File: config.mk
export PLATFORM = sky130hd
export DESIGN_NAME = mcycle_divsel
export DESIGN_NICKNAME = d
export VERILOG_FILES = /design/src/rtl/mcd_pkg.sv /design/src/rtl/mcd_rst_sync.sv /design/src/rtl/mcd_ctrl.sv /design/src/rtl/mcd_tick.sv /design/src/rtl/mcycle_divsel.sv
export SDC_FILE = /design/constraint.sdc
export NUM_CORES = 1
export LEC_CHECK = 0
export BUFFER_PORTS_ARGS = -buffer_cell sky130_fd_sc_hd__buf_2
export CAP_MARGIN = 25
export CORE_MARGIN = 8
export CORE_UTILIZATION = 35
export CTS_BUF_LIST = sky130_fd_sc_hd__clkbuf_4
export CTS_CLUSTER_DIAMETER = 150
export CTS_CLUSTER_SIZE = 20
export DETAILED_ROUTE_END_ITERATION = 6
export PLACE_DENSITY = 0.52
export SYNTH_ARGS = -nofsm -noshare
export SYNTH_HDL_FRONTEND = slang
export SYNTH_SLANG_ARGS = --single-unit
export TNS_END_PERCENT = 5
File: constraint.sdc
create_clock -name clk -period 2.3 [get_ports clk]
set_input_delay 0.46 -clock clk [delete_from_list [all_inputs] [get_ports clk]]
set_output_delay 0.46 -clock clk [all_outputs]
set_load 0.03 [all_outputs]
File: src/rtl/mcd_pkg.sv
package mcd_pkg;

  localparam logic [1:0] DIV_HALF = 2'b00;
  localparam logic [1:0] DIV_RSV  = 2'b01;
  localparam logic [1:0] DIV_QUAD = 2'b10;
  localparam logic [1:0] DIV_SLOW = 2'b11;

  typedef enum logic [1:0] {
    SEQ_IDLE = 2'd0,
    SEQ_CLR  = 2'd1,
    SEQ_ARM  = 2'd2
  } seq_e;

endpackage

File: src/rtl/mcd_rst_sync.sv
module mcd_rst_sync #(
  parameter int STAGES = 2
) (
  input  logic clk,
  input  logic rst_n,
  output logic rst_n_sync
);

  logic [STAGES-1:0] sync_q;

  always_ff @(posedge clk or negedge rst_n) begin
    if (!rst_n) sync_q <= '0;
    else        sync_q <= {sync_q[STAGES-2:0], 1'b1};
  end

  assign rst_n_sync = sync_q[STAGES-1];

endmodule

File: src/rtl/mcd_ctrl.sv
module mcd_ctrl
  import mcd_pkg::*;
(
  input  logic       clk,
  input  logic       rst_n,
  input  logic       div_we,
  input  logic [1:0] div_wd,
  input  logic       fast_we,
  input  logic       fast_wd,
  input  logic       mulen_we,
  input  logic       mulen_wd,
  input  logic       ring_active,
  input  logic       mul_ready,
  input  logic       swb_en,
  input  logic       ser_act,
  output logic [1:0] div_q,
  output logic       fast_q
);

  seq_e       seq_q, seq_n;
  logic [1:0] div_n;
  logic       fast_n;
  logic       quad_ok;
  logic       swb_hit;
  logic       upd_en;

  assign quad_ok = (div_q == DIV_QUAD) && !ring_active;
  assign swb_hit = swb_en && ser_act && (div_q == DIV_SLOW) && !div_we;
  assign upd_en  = div_we || fast_we || mulen_we || swb_hit;

  always_comb begin
    div_n  = div_q;
    fast_n = fast_q;
    seq_n  = seq_q;
    if (div_we) begin
      seq_n = SEQ_IDLE;
      unique case (div_wd)
        DIV_HALF: if (!fast_q || (seq_q == SEQ_ARM && mul_ready)) div_n = DIV_HALF;
        DIV_QUAD: div_n = DIV_QUAD;
        DIV_SLOW: div_n = DIV_SLOW;
        default:  div_n = div_q;
      endcase
    end else if (fast_we) begin
      seq_n = (fast_wd && seq_q == SEQ_CLR && quad_ok) ? SEQ_ARM : SEQ_IDLE;
      if (div_q != DIV_HALF) fast_n = fast_wd;
    end else if (mulen_we) begin
      seq_n = (!mulen_wd && quad_ok) ? SEQ_CLR : SEQ_IDLE;
    end
    if (swb_hit) div_n = DIV_QUAD;
  end

  always_ff @(posedge clk or negedge rst_n) begin
    if (!rst_n) begin
      div_q  <= DIV_QUAD;
      fast_q <= 1'b0;
      seq_q  <= SEQ_IDLE;
    end else if (upd_en) begin
      div_q  <= div_n;
      fast_q <= fast_n;
      seq_q  <= seq_n;
    end
  end

endmodule

File: src/rtl/mcd_tick.sv
module mcd_tick
  import mcd_pkg::*;
#(
  parameter int SLOW_RATIO = 1024,
  parameter int QUAD_RATIO = 4
) (
  input  logic       clk,
  input  logic       rst_n,
  input  logic [1:0] div_q,
  input  logic       fast_q,
  output logic       tick
);

  localparam int CNT_W = $clog2(SLOW_RATIO);

  logic [CNT_W-1:0] cnt_q, cnt_n, reload;

  always_comb begin
    unique case (div_q)
      DIV_HALF: reload = fast_q ? '0 : CNT_W'(1);
      DIV_SLOW: reload = CNT_W'(SLOW_RATIO - 1);
      default:  reload = CNT_W'(QUAD_RATIO - 1);
    endcase
  end

  assign tick  = (cnt_q == '0);
  assign cnt_n = tick ? reload : cnt_q - CNT_W'(1);

  always_ff @(posedge clk or negedge rst_n) begin
    if (!rst_n) cnt_q <= CNT_W'(QUAD_RATIO - 1);
    else        cnt_q <= cnt_n;
  end

endmodule

File: src/rtl/mcycle_divsel.sv
module mcycle_divsel #(
  parameter int SLOW_RATIO = 1024,
  parameter int QUAD_RATIO = 4
) (
  input  logic       clk,
  input  logic       rst_n,
  input  logic       div_we,
  input  logic [1:0] div_wd,
  input  logic       fast_we,
  input  logic       fast_wd,
  input  logic       mulen_we,
  input  logic       mulen_wd,
  input  logic       ring_active,
  input  logic       mul_ready,
  input  logic       swb_en,
  input  logic       ser_act,
  output logic       mc_tick,
  output logic [1:0] div_rd,
  output logic       fast_rd
);

  logic rst_n_int;

  mcd_rst_sync #(.STAGES(2)) u_rst (
    .clk        (clk),
    .rst_n      (rst_n),
    .rst_n_sync (rst_n_int)
  );

  mcd_ctrl u_ctrl (
    .clk         (clk),
    .rst_n       (rst_n_int),
    .div_we      (div_we),
    .div_wd      (div_wd),
    .fast_we     (fast_we),
    .fast_wd     (fast_wd),
    .mulen_we    (mulen_we),
    .mulen_wd    (mulen_wd),
    .ring_active (ring_active),
    .mul_ready   (mul_ready),
    .swb_en      (swb_en),
    .ser_act     (ser_act),
    .div_q       (div_rd),
    .fast_q      (fast_rd)
  );

  mcd_tick #(.SLOW_RATIO(SLOW_RATIO), .QUAD_RATIO(QUAD_RATIO)) u_tick (
    .clk    (clk),
    .rst_n  (rst_n_int),
    .div_q  (div_rd),
    .fast_q (fast_rd),
    .tick   (mc_tick)
  );

endmodule

==> impl_results.md, run 1 <==
* Syn Std Cell Area at ~930 um^2
* Drt via density at 5.149
* N_diodes at 0
* PwrDens at just under 900 nW/um^2
* Gr ovfl total at 0
* Worst Hold Class: reg2async
* Worst Skew at 0.004218 ns
* Slew @ Worst Pin at about 0.63 ns
* Reg2reg start: u_tick.cnt_q[1]$_DFF_PN1_
* Inst Count DP at ~140
* HPWL Detailed at 1364 um
* Failing checks: setup timing
* Min Hold Slack at roughly 0.26 ns
* GR Util All Layers at 0.09475
* Number of global-route vias before repair at between 700 and 800
* Buffers on Ports at 16
* Worst rel slew slack at 0.5831
* Post-Syn Area per Cell at between 10 and 15 um^2
* Yosys cell types at 30
* Number of max-slew violations in the final report at 0
* Nets at between 100 and 150
* Critical path startpoint: u_tick.cnt_q[1]$_DFF_PN1_
* Worst-Skew Late Latency at about 0.29 ns
* Total number of vias at between 700 and 800
* Type of origin of the critical path: flop
* CTS tree: built
* Initial Utilization at 0.3704
* Synth warn at 0
* Fraction of layout cells with a size suffix above 1 at 0.3898
* R2r worst-path depth at 7
* WL/cell at ~12 um
* Util after Layout at 0.4625
* Flops & latches, synth at 17
* GP Congestion at around 0.75
* Routed Antenna Nets at 0
* R2R Path End: u_tick.cnt_q[7]$_DFF_PN0_
* Worst R2R Setup Slack at between 0.15 and 0.2 ns
* Sequential share of the synthesized area at 0.4635
* Sinks on Clock Net at 17
* Area grow syn2layout at 24.86%
* Peak supply drop at 0.3994 mV
* CP Capture Type: primary output
* Worst Path Arrival at 1.89 ns
* Die Width at between 60 and 70 um
* EDFF count, synth at 0
* Crit path required time at between 1.5 and 2 ns
* Root Driver: clkbuf_4
* H-tree depth at 1
* DRT iter0 DRCs at 32
* Initial antenna violation count at 0
* First-pass GRT wire length at around 3400 um
* DIE AREA at roughly 4500 um^2
* Max-cap viol count at 0
* Worst-path clk slew at 0.10 ns
* Die height at between 60 and 70 um
* Largest net degree at the start of global routing at 16
* Mapped Nets at between 100 and 150
* Fin worst setup slack at -0.04575 ns
* Fmax at ~430 MHz
* Layout Cells excl Fill at 148
* Core ar. at 2500 um^2
* Period utilization at 1.020
* Ys flop type: dfrtp_1
* Drt drc at 0
* Crit path time final at between 2 and 2.5 ns
* Pre-antenna DRT Iters at 4
* FP Rows at 18
* Leakage at a little over 0.5 nW
* Post-Synthesis Cells at 90
* Ports at 17
* Ys async rst share at 1.000
* Crit Path Max Fanout at 2
* Hold Vio Cnt, Final at 0
* Status: finished with violations
* Final wirelength at ~1800 um
* Clk buf depth at 2
* Critical Path Sink: mc_tick
* RSZ-0062 raised after global routing: true
* Critical path class: reg2out
* Endpoints failing setup at 1
* CTS Buf Count at 3
==> final cells by class <==
type | instances | area [um^2]
fillers | 233 | 1344
inverters | 6 | 22.52
multi-input cells | 66 | 480.5
well taps | 30 | 37.54
flip-flops and latches | 17 | 429.2
clock buffers | 4 | 30.03
repair buffers | 25 | 156.4
==> metal layers <==
| metal | global-route usage | part of all wire | up-vias |
|---|---|---|---|
| li1 | - | - | 378 |
| met3 | 0.03974 | 0.044 | 5 |
| met1 | 0.1115 | 0.50 | 362 |
| met5 | 0 | 0 | - |
| met2 | 0.1493 | 0.44 | 17 |
| met4 | 0.03916 | 0.015 | 0 |
==> critical path: stages (launching register included) <==
cell and delay, ns:
dfstp_2 0.38, inv_2 0.06, ha_4 0.12, or4b_4 0.45
or3_4 0.39, inv_2 0.07, buf_6 0.12
==> worst min-delay path by stage <==
stage / from / to / slack, ns / depth (start not counted)
final: u_rst.sync_q[1]$_DFF_PN0_ / u_tick.cnt_q[8]$_DFF_PN0_ / 0.26 / 0
after global routing: u_rst.sync_q[1]$_DFF_PN0_ / u_tick.cnt_q[8]$_DFF_PN0_ / 0.32 / 0
after floorplan: rst_n / u_rst.sync_q[0]$_DFF_PN0_ / 0.16 / 0
after global placement: rst_n / u_rst.sync_q[0]$_DFF_PN0_ / 0.25 / 1
after detailed placement: rst_n / u_rst.sync_q[1]$_DFF_PN0_ / 0.25 / 1
after CTS: u_rst.sync_q[1]$_DFF_PN0_ / u_tick.cnt_q[8]$_DFF_PN0_ / 0.28 / 0
==> what timing repair did <==
item / 4_1_cts / 5_1_grt
setup endpoints to repair: 1 / 2
pin swaps: 0 / 2
setup buffers: 3 / 1
gates resized for setup: 4 / 4
endpoints found under the hold margin: 2 / 0
hold buffers: 1 / 0
==> synthesized netlist by cell type, types with 2 or more instances <==
cell | instances | area share
dfrtp_1 | 14 | 0.38
nor2_1 | 11 | 0.045
o21ai_0 | 7 | 0.038
inv_1 | 6 | 0.024
nand2_1 | 6 | 0.024
a21oi_1 | 5 | 0.027
ha_1 | 5 | 0.068
mux2_2 | 4 | 0.049
nor3_1 | 4 | 0.022
dfstp_2 | 3 | 0.085
mux2i_1 | 2 | 0.022
nand2b_1 | 2 | 0.014
nor4_1 | 2 | 0.014
or3_1 | 2 | 0.014
or3_2 | 2 | 0.016
==> flip-flops by register name, indices dropped and copies added (netlist names) <==
name / cells
u_ctrl.fast_q: 1
u_tick.cnt_q: 10
u_ctrl.seq_q: 2
u_ctrl.div_q: 2
u_rst.sync_q: 2
==> where the power goes <==
| group | internal [W] | leakage [nW] | switching [W] |
|---|---|---|---|
| Clock | 0.0000793 | 0.0184 | 0.0000931 |
| Combinational | 0.000177 | 0.297 | 0.000173 |
| Sequential | 0.000402 | 0.202 | 0.000107 |
==> logic make-up after synthesis <==
| family | count (synthesis) | share of synthesized area |
|---|---|---|
| buf+inv | 7 | 0.03648 |
| compound gates | 17 | 0.1297 |
| mux | 6 | 0.07027 |
| fa+ha+maj | 5 | 0.06757 |
| other cells | 1 | 0.004050 |
| simple gates | 35 | 0.2094 |
| flops | 17 | 0.4635 |
| xor+xnor | 2 | 0.01892 |
==> cell usage in the layout (no fill, tap or decap), types with 2 or more instances in the layout <==
cell	Yosys	layout
buf_2	0	15
dfrtp_1	14	14
nor2_1	11	11
buf_4	0	8
o21ai_0	7	7
nand2_1	6	6
a21oi_1	5	5
mux2_2	4	4
nor3_1	4	4
ha_1	5	4
clkbuf_4	0	4
inv_2	0	3
inv_1	6	3
dfstp_2	3	3
nor4_1	2	2
or3_2	2	2
mux2i_1	2	2
nand2b_1	2	2
==> per-stage QoR <==
stage	total power (W)	TNS (ns)	area (um^2)	setup slack (ns)
2_1_floorplan	0.0007186	0	925.9	0.03749
3_3_place_gp	0.0008219	0	1062	0.1879
3_5_place_dp	0.0008237	0	1062	0.1312
4_1_cts	0.001024	-0.04957	1136	-0.04957
5_1_grt	0.001117	-0.1152	1156	-0.1152
6_report	0.001031	-0.04575	1156	-0.04575
(Power assumes the default switching activity.)
==> run 2, diff against run 1 <==
--- a/config.mk
+++ b/config.mk
@@ -7,6 +7,7 @@
 export LEC_CHECK = 0
 export BUFFER_PORTS_ARGS = -buffer_cell sky130_fd_sc_hd__buf_2
 export CAP_MARGIN = 25
+export CORE_ASPECT_RATIO = 1.75
 export CORE_MARGIN = 8
 export CORE_UTILIZATION = 35
 export CTS_BUF_LIST = sky130_fd_sc_hd__clkbuf_4
==> run 2 against run 1 <==
  * The flow still finishes with violations (setup timing)
  * Clock power about the same
  * Sequential power about the same
  * Critical path depth unchanged
  * Global-route usage up 0.45 points
  * Core utilization down 0.061 points
==> impl_results.md, run 2 (synthesis gave the netlist of run 1 again) <==
* CP Capture Type: primary output
* Most flop-heavy register: u_tick.cnt_q
* Min Hold Slack at 0.2727 ns (+0.009655 ns)
* Placed instance area at 1057 um^2 (-0.47%)
* Gr ovfl total at 0 (unchanged)
* Number of max-slew violations in the final report at 0 (unchanged)
* Slew @ Worst Pin at 0.6466 ns (+0.02123 ns)
* Area grow syn2layout at 24.32%
* CTS tree: built
* Crit path required time at 1.84 ns (about the same)
* DIE AREA at 4612 um^2 (+1.4%)
* Worst rel slew slack at 0.5689 (-0.01415)
* Sinks on Clock Net at 17 (unchanged)
* Reg2reg start: u_tick.cnt_q[1]$_DFF_PN1_
* HPWL Detailed at 1612 um (+18%)
* Endpoints failing setup at 1 (unchanged)
* Routed Antenna Nets at 0 (unchanged)
* Fmax at 425.0 MHz (-0.30%)
* GR Util All Layers at 0.09923 (+0.004483)
* Inst Count DP at 135 (-2.9%)
* Nets at 137 (unchanged)
* WL/cell at 14.28 um (+17%)
* Critical path class: reg2out
* Peak supply drop at 0.5037 mV (+26%)
* DRT iter0 DRCs at 13 (-59%)
* Worst Skew at 0.006792 ns (+0.002575 ns)
* Failing checks: setup timing
* Most common cell after layout, fill and taps aside: buf_2
* Post-route cell area at 1151 um^2 (-0.43%)
* Ports at 17 (unchanged)
* Worst R2R Setup Slack at 0.17 ns (about the same)
* First-pass GRT wire length at 3477 um (+3.7%)
* Buffers on Ports at 16 (unchanged)
* Number of global-route vias before repair at 875 (+10%)
* Pre-antenna DRT Iters at 2 (-2)
* Type of origin of the critical path: flop
* Status: finished with violations
* Leakage at 0.5161 nW (-0.13%)
* Worst Path Arrival at 1.89 ns (about the same)
* GP Congestion at 0.8154 (+9.1%)
* Total number of vias at 772 (+1.3%)
* FP Rows at 24 (+6)
* Worst-Skew Late Latency at 0.29 ns (about the same)
* N_diodes at 0 (unchanged)
* Layout Cells excl Fill at 144 (-2.7%)
* Crit Path Max Fanout at 2 (unchanged)
* Final wirelength at 2057 um (+14%)
* Core ar. at 2492 um^2 (-0.30%)
* Die Width at 54.88 um (-19%)
* Hold Vio Cnt, Final at 0 (unchanged)
* Initial Utilization at 0.3715 (+0.001116)
* Initial antenna violation count at 0 (unchanged)
* RSZ-0062 raised after global routing: true
* Worst-path clk slew at 0.10 ns (about the same)
* Drt via density at 5.361 (+4.1%)
* Worst Hold Class: reg2async
* Max-cap viol count at 0 (unchanged)
* Largest net degree at the start of global routing at 16 (unchanged)
* Critical path startpoint: u_tick.cnt_q[1]$_DFF_PN1_
* Crit path time final at 2.353 ns (+0.006943 ns)
* H-tree depth at 1 (unchanged)
* Root Driver: clkbuf_4
* Number of flip-flops under the largest register name at 10 (unchanged)
* Setup TNS at -0.05269 ns (-0.006943 ns)
* Fin worst setup slack at -0.05269 ns (-0.006943 ns)
* Clk buf depth at 2 (unchanged)
* CTS Buf Count at 3 (unchanged)
* Die height at 84.04 um (+25%)
* Period utilization at 1.023 (+0.003019)
* Drt drc at 0 (unchanged)
* PwrDens at 918.8 nW/um^2 (+3.0%)
* Fraction of layout cells with a size suffix above 1 at 0.3898 (unchanged)
* Most frequent cells in the layout: 15 x buf_2, 14 x dfrtp_1, 11 x nor2_1
[run 2: repair_timing]
| action | CTS | global route |
|---|---|---|
| endpoints found under the setup margin | 1 | 1 |
| pin swaps | 0 | 2 |
| gates resized for setup | 4 | 4 |
| endpoints found under the hold margin | 2 | 0 |
| hold buffers | 1 | 0 |
| buffers inserted | 4 | 0 |
[run 2: layer usage]
| layer | part of all wire | track usage |
|---|---|---|
| met2 | 0.59 | 0.1782 |
| met5 | 0 | 0 |
| met3 | 0.015 | 0.01607 |
| met1 | 0.38 | 0.09667 |
| met4 | 0.0092 | 0.05405 |
[run 2: path summary, 6_finish.rpt]
path,endpoint,cells past startpoint
setup / recovery,mc_tick,6
hold / removal,u_tick.cnt_q[9]$_DFF_PN0_,0
setup reg to reg,u_tick.cnt_q[7]$_DFF_PN0_,7
hold reg to reg,u_tick.cnt_q[9]$_DFF_PN0_,0
max in group asynchronous,u_tick.cnt_q[7]$_DFF_PN0_,0
min in group clk,u_ctrl.seq_q[0]$_DFFE_PN0P_,2
[run 2: metrics by stage]
step	setup WS [ns]	power (W)	util
detailed placement	0.1683	0.0008423	0.4242
CTS	-0.04675	0.001052	0.4568
finish	-0.05269	0.001058	0.4618
global route	-0.1132	0.001134	0.4618
global placement	0.1798	0.0008350	0.4242
floorplan	0.03749	0.0007186	-
[run 2: worst max-delay path, stage by stage (launching register included)]
cell and delay (ns):
dfstp_2 0.39, inv_2 0.06, ha_4 0.12, or4b_4 0.45, or3_4 0.39, inv_2 0.07, buf_6 0.12
[run 2: cell type report]
class,instances,area [um^2]
flip-flops and latches,17,429.2
clock buffers,4,30.03
inverters,6,22.52
multi-input cells,66,480.5
well taps,26,32.53
fillers,254,1341
repair buffers,25,156.4
[run 2: report_power, final]
group	switching, W	leakage (nW)	internal (W)	total, W
sequential	0.000108	0.202	0.000402	0.000511
clock	0.0000907	0.0184	0.0000792	0.000170
combinational	0.000190	0.296	0.000187	0.000377
total	0.000389	0.516	0.000668	0.00106
